File: config.mk
export PLATFORM = sky130hd
export DESIGN_NAME = ecc_err_regs
export DESIGN_NICKNAME = d
export VERILOG_FILES = /design/src/rtl/ecc_err_pkg.sv /design/src/rtl/ecc_err_chan.sv /design/src/rtl/ecc_err_irq.sv /design/src/rtl/ecc_err_rdmux.sv /design/src/rtl/ecc_err_regs.sv
export SDC_FILE = /design/constraint.sdc
export NUM_CORES = 1
export LEC_CHECK = 0
export ABC_AREA = 1
export CORE_UTILIZATION = 47
export DETAILED_ROUTE_END_ITERATION = 10
export PLACE_DENSITY_LB_ADDON = 0.1
export SYNTH_ARGS = -nofsm -noshare
export SYNTH_HDL_FRONTEND = slang
export SYNTH_SLANG_ARGS = --single-unit
File: constraint.sdc
create_clock -name clk_i -period 3.6 [get_ports clk_i]
set_input_delay 0.9 -clock clk_i [delete_from_list [all_inputs] [get_ports clk_i]]
set_output_delay 0.9 -clock clk_i [all_outputs]
set_load 0.01 [all_outputs]
File: src/rtl/ecc_err_pkg.sv
package ecc_err_pkg;
  localparam int ADDR_W    = 34;
  localparam int DATA_W    = 64;
  localparam int SYND_W    = 8;
  localparam int SRC_W     = 14;
  localparam int WORD_W    = 32;
  localparam int ADDR_HI_W = ADDR_W - WORD_W;
  localparam int DATA_HI_W = DATA_W - WORD_W;
  localparam int REG_AW    = 8;
  localparam int IDX_W     = REG_AW - 2;
  localparam int N_CHAN    = 2;

  localparam int EN_LSB       = 16;
  localparam int EN_W         = 2;
  localparam int SYND_LSB     = 8;
  localparam int SRC_CE_LSB   = 16;
  localparam int SRC_UE_LSB   = 0;
  localparam int MASK_ECC_BIT = 2;
  localparam int MASK_GLB_BIT = 31;
  localparam logic [WORD_W-1:0] MASK_RST = 32'h8000_0000;

  // word indices
  localparam logic [IDX_W-1:0] IX_CTRL = 6'd0;
  localparam logic [IDX_W-1:0] IX_STS  = 6'd1;
  localparam logic [IDX_W-1:0] IX_ACK  = 6'd2;
  localparam logic [IDX_W-1:0] IX_MASK = 6'd3;
  localparam logic [IDX_W-1:0] IX_CE0  = 6'd4;
  localparam logic [IDX_W-1:0] IX_UE0  = 6'd8;
  localparam logic [IDX_W-1:0] IX_SRC  = 6'd12;

  typedef struct packed {
    logic [ADDR_W-1:0] addr;
    logic [DATA_W-1:0] data;
    logic [SYND_W-1:0] synd;
    logic [SRC_W-1:0]  src;
  } ecc_evt_t;
endpackage

File: src/rtl/ecc_err_chan.sv
module ecc_err_chan
  import ecc_err_pkg::*;
(
  input  logic       clk_i,
  input  logic       rst_ni,
  input  logic       evt_i,
  input  ecc_evt_t   info_i,
  input  logic [1:0] clr_i,
  output logic [1:0] sts_o,
  output ecc_evt_t   cap_o
);
  logic pend_q, ovr_q, pend_eff;
  ecc_evt_t cap_q;

  // acknowledge is applied before the incoming event is judged
  assign pend_eff = pend_q & ~clr_i[0];

  always_ff @(posedge clk_i or negedge rst_ni) begin
    if (!rst_ni) begin
      pend_q <= 1'b0;
      ovr_q  <= 1'b0;
      cap_q  <= '0;
    end else begin
      pend_q <= pend_eff | evt_i;
      ovr_q  <= (ovr_q & ~clr_i[1]) | (evt_i & pend_eff);
      if (evt_i && !pend_eff) cap_q <= info_i;
    end
  end

  assign sts_o = {ovr_q, pend_q};
  assign cap_o = cap_q;
endmodule

File: src/rtl/ecc_err_irq.sv
module ecc_err_irq
  import ecc_err_pkg::*;
#(
  parameter int N_STS = 2 * N_CHAN
) (
  input  logic [N_STS-1:0]  sts_i,
  input  logic [WORD_W-1:0] mask_i,
  output logic              irq_o
);
  assign irq_o = (|sts_i) & ~mask_i[MASK_ECC_BIT] & ~mask_i[MASK_GLB_BIT];
endmodule

File: src/rtl/ecc_err_rdmux.sv
module ecc_err_rdmux
  import ecc_err_pkg::*;
(
  input  logic [IDX_W-1:0]    idx_i,
  input  logic [EN_W-1:0]     en_i,
  input  logic [2*N_CHAN-1:0] sts_i,
  input  logic [WORD_W-1:0]   mask_i,
  input  ecc_evt_t            ce_i,
  input  ecc_evt_t            ue_i,
  output logic [WORD_W-1:0]   rdata_o
);
  function automatic logic [WORD_W-1:0] hi_word(ecc_evt_t e);
    logic [WORD_W-1:0] w;
    w = '0;
    w[ADDR_HI_W-1:0] = e.addr[ADDR_W-1:WORD_W];
    w[SYND_LSB +: SYND_W] = e.synd;
    return w;
  endfunction

  function automatic logic [WORD_W-1:0] cap_word(ecc_evt_t e, logic [1:0] sel);
    logic [WORD_W-1:0] w;
    case (sel)
      2'd0:    w = e.addr[WORD_W-1:0];
      2'd1:    w = hi_word(e);
      2'd2:    w = e.data[WORD_W-1:0];
      default: w = e.data[DATA_W-1:WORD_W];
    endcase
    return w;
  endfunction

  always_comb begin
    rdata_o = '0;
    if (idx_i == IX_CTRL) rdata_o[EN_LSB +: EN_W] = en_i;
    else if (idx_i == IX_STS) rdata_o[2*N_CHAN-1:0] = sts_i;
    else if (idx_i == IX_MASK) rdata_o = mask_i;
    else if (idx_i[IDX_W-1:2] == IX_CE0[IDX_W-1:2]) rdata_o = cap_word(ce_i, idx_i[1:0]);
    else if (idx_i[IDX_W-1:2] == IX_UE0[IDX_W-1:2]) rdata_o = cap_word(ue_i, idx_i[1:0]);
    else if (idx_i == IX_SRC) begin
      rdata_o[SRC_CE_LSB +: SRC_W] = ce_i.src;
      rdata_o[SRC_UE_LSB +: SRC_W] = ue_i.src;
    end
  end
endmodule

File: src/rtl/ecc_err_regs.sv
module ecc_err_regs
  import ecc_err_pkg::*;
(
  input  logic               clk_i,
  input  logic               rst_ni,
  input  logic               ce_evt_i,
  input  logic [ADDR_W-1:0]  ce_addr_i,
  input  logic [DATA_W-1:0]  ce_data_i,
  input  logic [SYND_W-1:0]  ce_synd_i,
  input  logic [SRC_W-1:0]   ce_src_i,
  input  logic               ue_evt_i,
  input  logic [ADDR_W-1:0]  ue_addr_i,
  input  logic [DATA_W-1:0]  ue_data_i,
  input  logic [SYND_W-1:0]  ue_synd_i,
  input  logic [SRC_W-1:0]   ue_src_i,
  input  logic               reg_we_i,
  input  logic [REG_AW-1:0]  reg_addr_i,
  input  logic [WORD_W-1:0]  reg_wdata_i,
  output logic [WORD_W-1:0]  reg_rdata_o,
  output logic               irq_o
);
  logic [IDX_W-1:0]    idx;
  logic [EN_W-1:0]     en_q;
  logic [WORD_W-1:0]   mask_q;
  logic                en_on;
  logic [2*N_CHAN-1:0] ack_w;
  logic [2*N_CHAN-1:0] sts;
  logic [N_CHAN-1:0]   evt;
  ecc_evt_t            info [N_CHAN];
  ecc_evt_t            cap  [N_CHAN];
  logic [ADDR_W-1:0]   cap_ce_addr;

  assign idx   = reg_addr_i[REG_AW-1:2];
  assign en_on = |en_q;
  assign ack_w = (reg_we_i && idx == IX_ACK) ? reg_wdata_i[2*N_CHAN-1:0] : '0;

  assign info[0] = '{addr: ce_addr_i, data: ce_data_i, synd: ce_synd_i, src: ce_src_i};
  assign info[1] = '{addr: ue_addr_i, data: ue_data_i, synd: ue_synd_i, src: ue_src_i};
  assign evt     = {ue_evt_i, ce_evt_i} & {N_CHAN{en_on}};

  always_ff @(posedge clk_i or negedge rst_ni) begin
    if (!rst_ni) begin
      en_q   <= '0;
      mask_q <= MASK_RST;
    end else if (reg_we_i) begin
      if (idx == IX_CTRL) en_q <= reg_wdata_i[EN_LSB +: EN_W];
      if (idx == IX_MASK) mask_q <= reg_wdata_i;
    end
  end

  for (genvar c = 0; c < N_CHAN; c++) begin : g_chan
    ecc_err_chan u_chan (
      .clk_i  (clk_i),
      .rst_ni (rst_ni),
      .evt_i  (evt[c]),
      .info_i (info[c]),
      .clr_i  (ack_w[2*c +: 2]),
      .sts_o  (sts[2*c +: 2]),
      .cap_o  (cap[c])
    );
  end

  assign cap_ce_addr = cap[0].addr;

  ecc_err_irq u_irq (
    .sts_i  (sts),
    .mask_i (mask_q),
    .irq_o  (irq_o)
  );

  ecc_err_rdmux u_rdmux (
    .idx_i   (idx),
    .en_i    (en_q),
    .sts_i   (sts),
    .mask_i  (mask_q),
    .ce_i    (cap[0]),
    .ue_i    (cap[1]),
    .rdata_o (reg_rdata_o)
  );
endmodule

**Word-level counts from Yosys, hierarchy flattened**

Cells that the tools add are included.

- Eq/ne operators: 8
- Reductions and logical operators: 11
- Bitwise gates (word level): 19
- Muxes and demuxes: 16

Operators by type and width:

| kind | number |
|---|---|
| 32-bit case mux with 3 select lines | 2 |
| 14-bit two-way mux | 5 |
| 32-bit two-way mux | 2 |
| 28-bit two-way mux | 1 |
| 16-bit two-way mux | 1 |
| 6-bit by 2-bit equality test with 1-bit output, second input constant | 2 |
| 1-bit AND | 8 |
| 4-bit two-way mux | 2 |
| 6-bit by 1-bit equality test with 1-bit output, second input constant | 1 |
| 6-bit by 4-bit equality test with 1-bit output, second input constant | 1 |
| 6-bit logical NOT | 1 |
| 2-bit two-way mux | 3 |
| 1-bit NOT | 6 |
| 4-bit by 1-bit equality test with 1-bit output, second input constant | 1 |
| 4-bit by 2-bit equality test with 1-bit output, second input constant | 1 |
| 1-bit bitwise OR | 4 |
| 2-bit AND reduction | 2 |
| 4-bit OR reduction | 1 |
| 1-bit logical AND | 3 |
| 2-bit AND | 1 |
| 2-bit by 1-bit equality test with 1-bit output, second input constant | 1 |
| 2-bit equality test, second input constant | 1 |
| 1-bit logical NOT | 2 |
| 2-bit logical NOT | 1 |
| 2-bit OR reduction | 1 |

- Register bits: 278

**Depth between registers and ports, before layout**

Gate-level depths: netlist of run 1.

- Word-level depth: 7
- Mapped depth: 11
- Depth with buffers taken out: 10

**Cells and area by module**

From an unflattened synthesis of run 1, not the netlist that was laid out.

- Cells, all modules: 1,883
- Area total of the unflattened synthesis: 13,970.9 sq um

Modules (own cells, without submodules):

| module | cells each | area an instance (sq um) | instances |
|---|---|---|---|
| ecc_err_chan | 531 | 4,867.2 | 2 |
| ecc_err_rdmux | 648 | 2,752.6 | 1 |
| ecc_err_regs | 167 | 1,460.2 | 1 |
| ecc_err_irq | 6 | 23.8 | 1 |

**Least setup slack after synthesis of run 1**

No wires, ideal clock.

- Path kind: input-to-output
- From: in reg_addr_i[3]
- To: out reg_rdata_o[6]
- Stages: 9
- Buffers on the path: 2
- Data arrival time: 2.066 ns
- Setup slack: 0.634 ns
- Path through: buf_4 nor2_1 nand3_1 clkinv_1 buf_2 nand2_1 nand2_1 o21ai_0 a21oi_1

- Longest elaborated chain between the ends: 7
- Elaborated cells between the ends (all ways): 15
- Those cells by class: eq/ne: 5; mux: 8; reduce/logical: 2

RTL lines:

| what | line | source |
|---|---|---|
| start: declaration | ecc_err_regs.sv:17 | `input logic [REG_AW-1:0] reg_addr_i,` |
| 2-bit equality test (tied with other cells) | ecc_err_rdmux.sv:22 | `case (sel)` |
| 32-bit case mux with 3 select lines or 14-bit two-way mux (tied branches) | ecc_err_rdmux.sv:22, ecc_err_rdmux.sv:38 |  |
| 14-bit two-way mux | ecc_err_rdmux.sv:37 | `else if (idx_i[IDX_W-1:2] == IX_UE0[IDX_W-1:2]) rdata_o = cap_word(ue_i, idx_i[1:0]);` |
| 32-bit two-way mux | ecc_err_rdmux.sv:36 | `else if (idx_i[IDX_W-1:2] == IX_CE0[IDX_W-1:2]) rdata_o = cap_word(ce_i, idx_i[1:0]);` |
| 32-bit two-way mux | ecc_err_rdmux.sv:35 | `else if (idx_i == IX_MASK) rdata_o = mask_i;` |
| 28-bit two-way mux | ecc_err_rdmux.sv:34 | `else if (idx_i == IX_STS) rdata_o[2*N_CHAN-1:0] = sts_i;` |
| 16-bit two-way mux * | ecc_err_rdmux.sv:33 | `if (idx_i == IX_CTRL) rdata_o[EN_LSB +: EN_W] = en_i;` |
| end: declaration | ecc_err_regs.sv:19 | `output logic [WORD_W-1:0] reg_rdata_o,` |

Mark *: on every way between the ends. The rest lies on a longest branch, timed or not.

**Worst setup path in the final report of run 1**

- From: in reg_addr_i[3]
- To: out reg_rdata_o[29]

- Longest elaborated chain between the ends: 7
- Elaborated cells between the ends (all ways): 15
- Those cells by class: eq/ne: 5; mux: 8; reduce/logical: 2

RTL lines:

| what | line |
|---|---|
| 2-bit equality test (tied with other cells) | ecc_err_rdmux.sv:22 |
| 32-bit case mux with 3 select lines or 14-bit two-way mux (tied branches) | ecc_err_rdmux.sv:22, ecc_err_rdmux.sv:38 |
| 14-bit two-way mux | ecc_err_rdmux.sv:37 |
| 32-bit two-way mux | ecc_err_rdmux.sv:36 |
| 32-bit two-way mux | ecc_err_rdmux.sv:35 |
| 28-bit two-way mux | ecc_err_rdmux.sv:34 |
| 14-bit two-way mux * | ecc_err_rdmux.sv:33 |

Marked as above.

==> impl_metrics.tcl, run 1 <==
set metrics [dict create \
    ys_top_cells_by_area "dfrtp_1 (52%), nand2_1 (21%), nand3_1 (11%)" \
    gp_congestion 0.854 \
    firstDrtPassIters 6 \
    hold_class "primary input to asynchronous set/reset pin" \
    clkPwrFrac 0.286 \
    grt_usage 0.292 \
    final_nets 2308 \
    die_area_sq_um 29000 \
    arrival_ns 2.63 \
    synth.avg_cell_area_sq_um 7.82 \
    synth_top_area_cell "dfrtp_1" \
    synth_top_cell_area_share 0.521 \
    drv_cap 0 \
    cts.sinks 278 \
    die_height_um 170 \
    start_kind "primary input" \
    p_leak_nw 9.43 \
    peakVddDrop_v 0.000294 \
    status "completed" \
    vias 12800 \
    critical_path.slowest_cell "buf_2" \
    root_buffer "clkbuf_16" \
    seq_area_sq_um 6960 \
    fin_util 0.667 \
    hold_viol 0 \
    dp_hpwl_mm 29.7 \
    p_int_w 0.00754 \
    ys_seq_area_frac 0.523 \
    slowest_delay_ns 0.30 \
    synth.distinct_cells 27 \
    port_buffers 315 \
    synth_area_sq_um 13300 \
    io_pins 318 \
    drc 0 \
    syn_to_final_growth_pct 39.3 \
    whs_ns 0.322 \
    critPathKind "primary input to output pin" \
    cts_buffers 30 \
    clk_pin_slew_ns 0.06 \
    async_flop_share 1.00 \
    nFillCells 2436 \
    p_seq_frac 0.483 \
    slew_headroom 0.595 \
    htree_levels 1 \
    cts_tree "done" \
    start_util 0.479 \
    drv_slew 0 \
    cp_data_required_time_ns 2.70 \
    grt_pass1_vias 12300 \
    coreArea_sq_um 27800 \
    ys.warnings.count 0 \
    netlist_instances 1701 \
    multi_input_comb_area_sq_um 5760 \
    finClkSkew_ns 0.0103 \
    first_iter_violations 1162 \
    wirelength_mm 42.0 \
    timing.fmax_mhz 284 \
    p_per_area_nw_per_um2 589 \
    cp_top_family "buffers and inverters" \
    period_share 0.980 \
    path_max_fanout 20 \
    grt_pass1_wl_mm 65.4 \
    synth_edf_count 0 \
    row_count 61 \
    crit_path_cell_trace "buf_2, nand2_1, buf_4, nor2_4, inv_2, buf_12, buf_12, buf_4, nor2_1, nor2_1, dlygate4sd2_1" \
    synth_nets 1986 \
    ys_seq_elements 278 \
    cts_max_path_buffers 3 \
    swShare 0.308 \
    rsz0062_at_grt "no" \
    antenna_found_initial 6 \
    wl_per_cell_um 17.3 \
    ant_nets 0 \
    grt_remaining_overflow 0 \
    grt_max_degree 121 \
    drive_above_1_share 0.115 \
    die_w_um 170 \
    combPwrFrac 0.231 \
    worst_pin_slew_ns 0.607 \
    power_switching_w 0.00336 \
    ys.flop_type "dfrtp_1" \
    finalSetupViolCount 0 \
    viasPerCell 5.26 \
    crit_buf_inv 7 \
    critPathCaptureType "output pin" \
    min_period_ns 3.53 \
    clk-insertion-delay-late_ns 0.55 \
]
[sequential cells by signal, indices dropped and copies added (netlist names)]
name and flops:
g_chan.u_chan.pend_q 2, mask_q 32, g_chan.u_chan.cap_o 240, g_chan.u_chan.ovr_q 2, en_q 2
[cells in the mapped netlist, drive strengths merged (7+ instances only)]
library cell	count
nand2	730
nand3	284
buf	58
dfrtp	277
o211ai	35
clkbuf	65
nor2	81
nand4	7
inv	27
mux2	26
o21ai	60
a21oi	29
or2	15
[through the flow]
stage	power (W)	setup WS (ns)	setup TNS, ns	std cells	cell area (sq um)
5_1_grt	0.0116	0.000441	0	2426	18500
4_1_cts	0.0110	0.0154	0	2424	18500
3_5_place_dp	0.00783	-0.517	-13.97	2361	17400
6_report	0.0109	0.0732	0	2429	18500
3_3_place_gp	0.00767	-0.502	-13.34	2361	17400
2_1_floorplan	0.00670	0.634	0	1701	13300
[worst paths after layout]
path | startpoint | to | slack [ns] | cells past startpoint
max in group asynchronous | rst_ni | mask_q[4]$_DFFE_PN0P_ | 2.42 | 2
worst min register to register | g_chan[1].u_chan.cap_o[82]$_DFFE_PN0P_ | g_chan[1].u_chan.cap_o[82]$_DFFE_PN0P_ | 0.47 | 2
worst max-delay path | reg_addr_i[3] | reg_rdata_o[29] | 0.07 | 11
worst min-delay path | rst_ni | g_chan[1].u_chan.cap_o[108]$_DFFE_PN0P_ | 0.32 | 1
min in group clk_i | g_chan[1].u_chan.cap_o[82]$_DFFE_PN0P_ | g_chan[1].u_chan.cap_o[82]$_DFFE_PN0P_ | 0.47 | 2
worst max register to register | en_q[0]$_DFFE_PN0P_ | g_chan[0].u_chan.cap_o[101]$_DFFE_PN0P_ | 1.76 | 6
[routing by layer]
layer	vias to the layer above	wire [um]	track usage
met5	-	10	0
met4	2	1590	0.108
li1	6178	-	-
met1	6086	18000	0.387
met2	415	19800	0.481
met3	92	2630	0.0498
[cell type report]
class	count	area share
Antenna cell	5	0.000675
Clock buffer	50	0.0517
Clock inverter	5	0.00270
Inverter	28	0.00601
Multi-Input combinational cell	1272	0.311
Sequential cell	278	0.376
Tap cell	378	0.0255
Timing Repair Buffer	413	0.227
[placed cells by master (no fill, tap or decap), types with 26 or more instances in the layout]
master,Yosys,layout
o21ai_0,58,54
buf_4,11,67
mux2_2,26,26
nand2_1,730,725
buf_12,0,27
nor2_1,78,72
clkbuf_16,0,31
nand3_1,282,280
o211ai_1,35,35
clkdlybuf4s50_1,0,276
a21oi_1,29,26
dfrtp_1,277,277
[logic make-up after synthesis]
group / count (synthesis) / share of synthesized area
AOI/OAI and AO/OA: 126 / 0.0548
muxes: 26 / 0.0220
DFF: 278 / 0.523
and+or+nand+nor: 1120 / 0.349
buffers and inverters: 151 / 0.0505
[worst reg2reg max path: stages (launching register included)]
cell and delay [ns]:
dfrtp_1 0.40, o21ai_0 0.41, inv_4 0.25, nand2_4 0.16, buf_12 0.34, nand2_1 0.14
nand2_1 0.08
[timing repair]
action                                 4_1_cts  5_1_grt
setup buffers                                7        0
cloned                                       1        0
hold buffers                                 0        0
pin swaps                                   10        0
endpoints found under the hold margin        0        0
gates resized for setup                     89       10
setup endpoints to repair                   32       20
[power by group through the flow]
stage                     Combinational (W)  Clock [W]  Sequential [W]
after global placement              0.00243          0         0.00524
after detailed placement            0.00254          0         0.00529
after global routing                0.00291    0.00328         0.00543
after floorplan                     0.00161          0         0.00509
final                               0.00252    0.00311         0.00527
after CTS                           0.00256    0.00316         0.00526
Power figures use the tool's default switching activity.
==> run 2: changes to the inputs <==
CAP_MARGIN = 10   (was not set)
MAX_ROUTING_LAYER = met4   (was not set)
==> run 2 against run 1 <==
Net effect: critical path depth rose by 3; worst setup slack improved by 0.031 ns; flip-flop and latch count did not move; sequential power barely moved; maximum frequency rose by 0.89%; power did not move; clock power barely moved; critical endpoint is now reg_rdata_o[17]; largest cell class unchanged.
==> impl_metrics.tcl, run 2 (same netlist as run 1, synthesis figures left out) <==
set metrics [dict create \
    finalWorstSetupSlack_ns 0.104 \
    drc 0 \
    crit_buf_inv 6 \
    clk-insertion-delay-late_ns 0.56 \
    grt_pass1_vias 12300 \
    cts.sinks 278 \
    slowest_delay_ns 0.25 \
    root_buffer "clkbuf_16" \
    critical_path.slowest_cell "dlygate4sd2_1" \
    critPathCaptureType "output pin" \
    grt_max_degree 121 \
    syn_to_final_growth_pct 39.5 \
    p_per_area_nw_per_um2 588 \
    finalSetupViolCount 0 \
    vias 12800 \
    stdcell_count 2431 \
    place_worst_setup_slack_ns -0.517 \
    cts_max_path_buffers 3 \
    mostFrequentLayoutCell "nand2_1" \
    start_kind "primary input" \
    grt_pass1_wl_mm 65.4 \
    dp_hpwl_mm 29.7 \
    timing.fmax_mhz 286 \
    rr_startpoint "en_q[0]$_DFFE_PN0P_" \
    grt_usage 0.301 \
    r2r_slack_ns 1.72 \
    hold_viol 0 \
    firstDrtPassIters 5 \
    peakVddDrop_v 0.000293 \
    final_nets 2309 \
    path_max_fanout 13 \
    final_cell_area_sq_um 18500 \
    worst_pin_slew_ns 0.616 \
    gp_congestion 0.867 \
    grt_remaining_overflow 0 \
    period_share 0.971 \
    rsz0062_at_grt "no" \
    largest_reg_flops 240 \
    r2r_cells 6 \
    die_w_um 170 \
    antenna_found_initial 6 \
    critPathKind "primary input to output pin" \
    arrival_ns 2.60 \
    min_period_ns 3.50 \
    drive_above_1_share 0.115 \
    slew_headroom 0.589 \
    drv_cap 0 \
    cp_data_required_time_ns 2.70 \
    coreArea_sq_um 27800 \
    r2r-end "g_chan[1].u_chan.cap_o[46]$_DFFE_PN0P_" \
    cts_tree "done" \
    cts_buffers 30 \
    start_util 0.479 \
    cp_top_family "buffers and inverters" \
    cpMostUsedCell "nand2_1" \
    die_height_um 170 \
    ant_nets 0 \
    row_count 61 \
    io_pins 318 \
    hold_class "primary input to asynchronous set/reset pin" \
    wirelength_mm 42.1 \
    first_iter_violations 1189 \
    p_leak_nw 9.43 \
    dp.cells 2361 \
    crit_path_cell_trace "dlygate4sd2_1, nor2_4, buf_4, buf_4, nand3_1, clkinv_2, buf_12, nand2_1, nand2_1, nand2_1, nand2_2, o21ai_0, nand2_1, clkdlybuf4s15_2" \
    placed_area_sq_um 17400 \
    port_buffers 315 \
    wl_per_cell_um 17.3 \
    viasPerCell 5.25 \
    layout_common_cells "nand2_1 (725), nand3_1 (280), dfrtp_1 (277)" \
    finClkSkew_ns 0.0102 \
    clk_pin_slew_ns 0.06 \
    htree_levels 1 \
    status "completed" \
    drv_slew 0 \
    die_area_sq_um 29000 \
]
## run 2: cell count changes in the layout (fill, tap and decap cells not counted)
cell and change:
diode_2 +1, buf_6 +1, clkbuf_2 -2, clkbuf_4 +1
buf_2 -1, clkdlybuf4s15_1 +2
## run 2: what timing repair did
item                                    in CTS  in global routing
setup buffers                                7                  1
cloned                                       1                  0
endpoints found under the setup margin      32                 20
pin swaps                                   10                  2
hold buffers                                 0                  0
resized for setup                           89                 10
## run 2: area by class of cell
| type | count | area [sq um] |
|---|---|---|
| fillers | 2429 | 9230 |
| flip-flops and latches | 278 | 6960 |
| multi-input cells | 1272 | 5760 |
| repair buffers | 414 | 4230 |
| clock buffers | 50 | 957 |
| well taps | 378 | 473 |
| inverters | 28 | 111 |
| clock inverters | 5 | 50.0 |
| diodes | 6 | 15.0 |
## run 2: metrics by stage
step            util  TNS [ns]  total power [W]  hold WS [ns]
2_1_floorplan      -         0          0.00670         0.434
3_3_place_gp   0.627    -13.34          0.00767         0.447
3_5_place_dp   0.627    -13.97          0.00783         0.451
4_1_cts        0.667         0           0.0110         0.349
5_1_grt        0.668         0           0.0116         0.367
6_report       0.668         0           0.0109         0.313
## run 2: power by group
group          switching [W]  internal, W  leakage [nW]
registers           0.000747      0.00452          3.56
clock network        0.00125      0.00186         0.500
logic                0.00137      0.00116          5.38
## run 2: worst max-delay path by stage
stage	start	end	slack (ns)	cells after the start
after floorplan	reg_addr_i[3]	reg_rdata_o[6]	0.63	9
after global placement	reg_addr_i[2]	reg_rdata_o[4]	-0.50	12
after detailed placement	reg_addr_i[2]	reg_rdata_o[11]	-0.52	11
after CTS	reg_addr_i[2]	reg_rdata_o[11]	0.02	12
after global routing	reg_addr_i[7]	reg_rdata_o[25]	0.01	12
final	reg_addr_i[7]	reg_rdata_o[17]	0.10	14
## run 2: metal layers
layer	vias up	part of all wire	wire [um]	track usage
li1	6174	-	-	-
met1	6066	0.43	18000	0.390
met2	426	0.47	19900	0.481
met3	93	0.062	2600	0.0477
met4	0	0.037	1560	0.108
met5	-	0	0	-
==> run 3: changes to the inputs <==
CORE_ASPECT_RATIO = 0.5   (was not set)
==> run 3 against run 2 <==
Net effect: first-iteration DRC count down 11%; combinational power about the same; largest cell class unchanged; highest routed layer unchanged; via count down 0.83%; critical endpoint is now reg_rdata_o[18]; flip-flop and latch count unchanged; clock-buffer cell count down 12.
==> impl_metrics.tcl, run 3 (same netlist as run 1, synthesis figures left out) <==
set metrics [dict create \
    grt_usage 0.307 \
    combPwrFrac 0.241 \
    hold_class "primary input to asynchronous set/reset pin" \
    cts_buffers 25 \
    clk_pin_slew_ns 0.07 \
    largest_reg_flops 240 \
    dp_hpwl_mm 29.8 \
    start_util 0.479 \
    status "completed" \
    root_buffer "clkbuf_16" \
    nFillCells 2459 \
    grt_pass1_vias 11800 \
    rr_startpoint "en_q[0]$_DFFE_PN0P_" \
    die_height_um 121 \
    drive_above_1_share 0.108 \
    p_leak_nw 9.16 \
    final_nets 2282 \
    fin_tns_setup_ns 0 \
    cts_hold_buf 0 \
    crit_path_cell_trace "clkdlybuf4s50_1, nor2_4, nand3_2, inv_2, buf_4, o21ai_0, buf_4, a21oi_2, nor2_1, dlygate4sd2_1" \
    die_w_um 240 \
    antenna_found_initial 3 \
    cp_data_required_time_ns 2.70 \
    mostFrequentLayoutCell "nand2_1" \
    syn_to_final_growth_pct 35.5 \
    p_int_w 0.00704 \
    finClkSkew_ns 0.00580 \
    cts.sinks 278 \
    wl_per_cell_um 17.7 \
    vias 12700 \
    drv_cap 0 \
    p_seq_frac 0.508 \
    r2r_cells 6 \
    clkPwrFrac 0.251 \
    finalSetupViolCount 0 \
    peakVddDrop_v 0.000303 \
    viasPerCell 5.27 \
    io_pins 318 \
    critPathCaptureType "output pin" \
    cpMostUsedCell "buf_4" \
    dp.cells 2345 \
    p_per_area_nw_per_um2 576 \
    start_kind "primary input" \
    rsz0062_at_grt "yes" \
    firstDrtPassIters 8 \
    coreArea_sq_um 27800 \
    htree_levels 1 \
    min_period_ns 3.54 \
    critical_path.slowest_cell "clkdlybuf4s50_1" \
    r2r-end "g_chan[1].u_chan.cap_o[112]$_DFFE_PN0P_" \
    worst_pin_slew_ns 0.557 \
    path_max_fanout 10 \
    power.total_w 0.0104 \
    swShare 0.321 \
    first_iter_violations 1061 \
    period_share 0.982 \
    critPathKind "primary input to output pin" \
    grt_max_degree 121 \
    ant_nets 0 \
    cts_max_path_buffers 3 \
    drv_slew 0 \
    stdcell_count 2400 \
    grt_pass1_wl_mm 65.9 \
    fin_util 0.649 \
    slew_headroom 0.628 \
    wirelength_mm 42.6 \
    timing.fmax_mhz 283 \
    layout_common_cells "nand2_1 (727), clkdlybuf4s50_1 (279), nand3_1 (278)" \
    cts_tree "done" \
    drc 0 \
    row_count 43 \
    hold_viol 0 \
    slowest_delay_ns 0.44 \
    r2r_slack_ns 1.27 \
    power_switching_w 0.00333 \
    arrival_ns 2.64 \
    port_buffers 315 \
    gp_congestion 0.926 \
    clk-insertion-delay-late_ns 0.53 \
    die_area_sq_um 29000 \
    grt_remaining_overflow 0 \
]
[run 3: cell types whose count changed in the layout (fill, tap and decap cells not counted), moves of 5 or more]
cell           previous run  this run
dlygate4sd2_1            18         6
clkbuf_8                 11         6
buf_6                     4        11
buf_4                    67        43
clkbuf_2                  3        25
clkbuf_16                31        25
buf_12                   27        21
[run 3: worst max-delay path, delay by kind of cell]
family                 cells  cell delay, ns
AO/OA/AOI/OAI              2            0.24
buffers and inverters      5            1.15
AND/OR/NAND/NOR            3            0.34
[run 3: layout make-up]
| class | count | area, sq um | area share |
|---|---|---|---|
| antenna | 3 | 7.51 | 0.000417 |
| clock buffer | 38 | 734 | 0.0407 |
| clock inverter | 7 | 37.5 | 0.00208 |
| inverter | 28 | 108 | 0.00597 |
| multi-input combinational | 1272 | 5770 | 0.320 |
| sequential | 278 | 6960 | 0.386 |
| tap | 382 | 478 | 0.0265 |
| timing repair buffer | 392 | 3930 | 0.218 |
[run 3: repair_timing]
action	in CTS	in global routing
pin swaps	7	11
gates cloned	1	0
endpoints found under the setup margin	32	30
setup buffers	4	2
endpoints found under the hold margin	0	0
gates resized for setup	62	63
[run 3: worst max path at each step]
stage,start,to,cells past startpoint
6_report,reg_addr_i[6],reg_rdata_o[18],10
3_5_place_dp,reg_addr_i[2],reg_rdata_o[2],10
2_1_floorplan,reg_addr_i[3],reg_rdata_o[6],9
4_1_cts,reg_addr_i[6],reg_rdata_o[8],12
3_3_place_gp,reg_addr_i[2],reg_rdata_o[11],11
5_1_grt,reg_addr_i[6],reg_rdata_o[18],10
[run 3: metrics by stage]
stage | hold slack (ns) | setup slack, ns | cell area [sq um]
2_1_floorplan | 0.434 | 0.634 | 13300
3_3_place_gp | 0.448 | -0.434 | 17200
3_5_place_dp | 0.451 | -0.463 | 17200
4_1_cts | 0.290 | 0.00146 | 18100
5_1_grt | 0.307 | -0.0408 | 18000
6_report | 0.287 | 0.0637 | 18000
[run 3: per-layer routing]
layer | vias to the layer above | routed length (um) | GRT usage
li1 | 6092 | - | -
met1 | 6082 | 20100 | 0.455
met2 | 421 | 18600 | 0.436
met3 | 58 | 2970 | 0.0532
met4 | 0 | 928 | 0.0705
met5 | - | 0 | -
[run 3: power by group through the flow]
stage | Combinational, W | Sequential [W] | Clock [W]
floorplan | 0.00161 | 0.00509 | 0
global placement | 0.00241 | 0.00527 | 0
detailed placement | 0.00251 | 0.00529 | 0
CTS | 0.00252 | 0.00526 | 0.00263
global route | 0.00289 | 0.00544 | 0.00276
finish | 0.00250 | 0.00527 | 0.00261
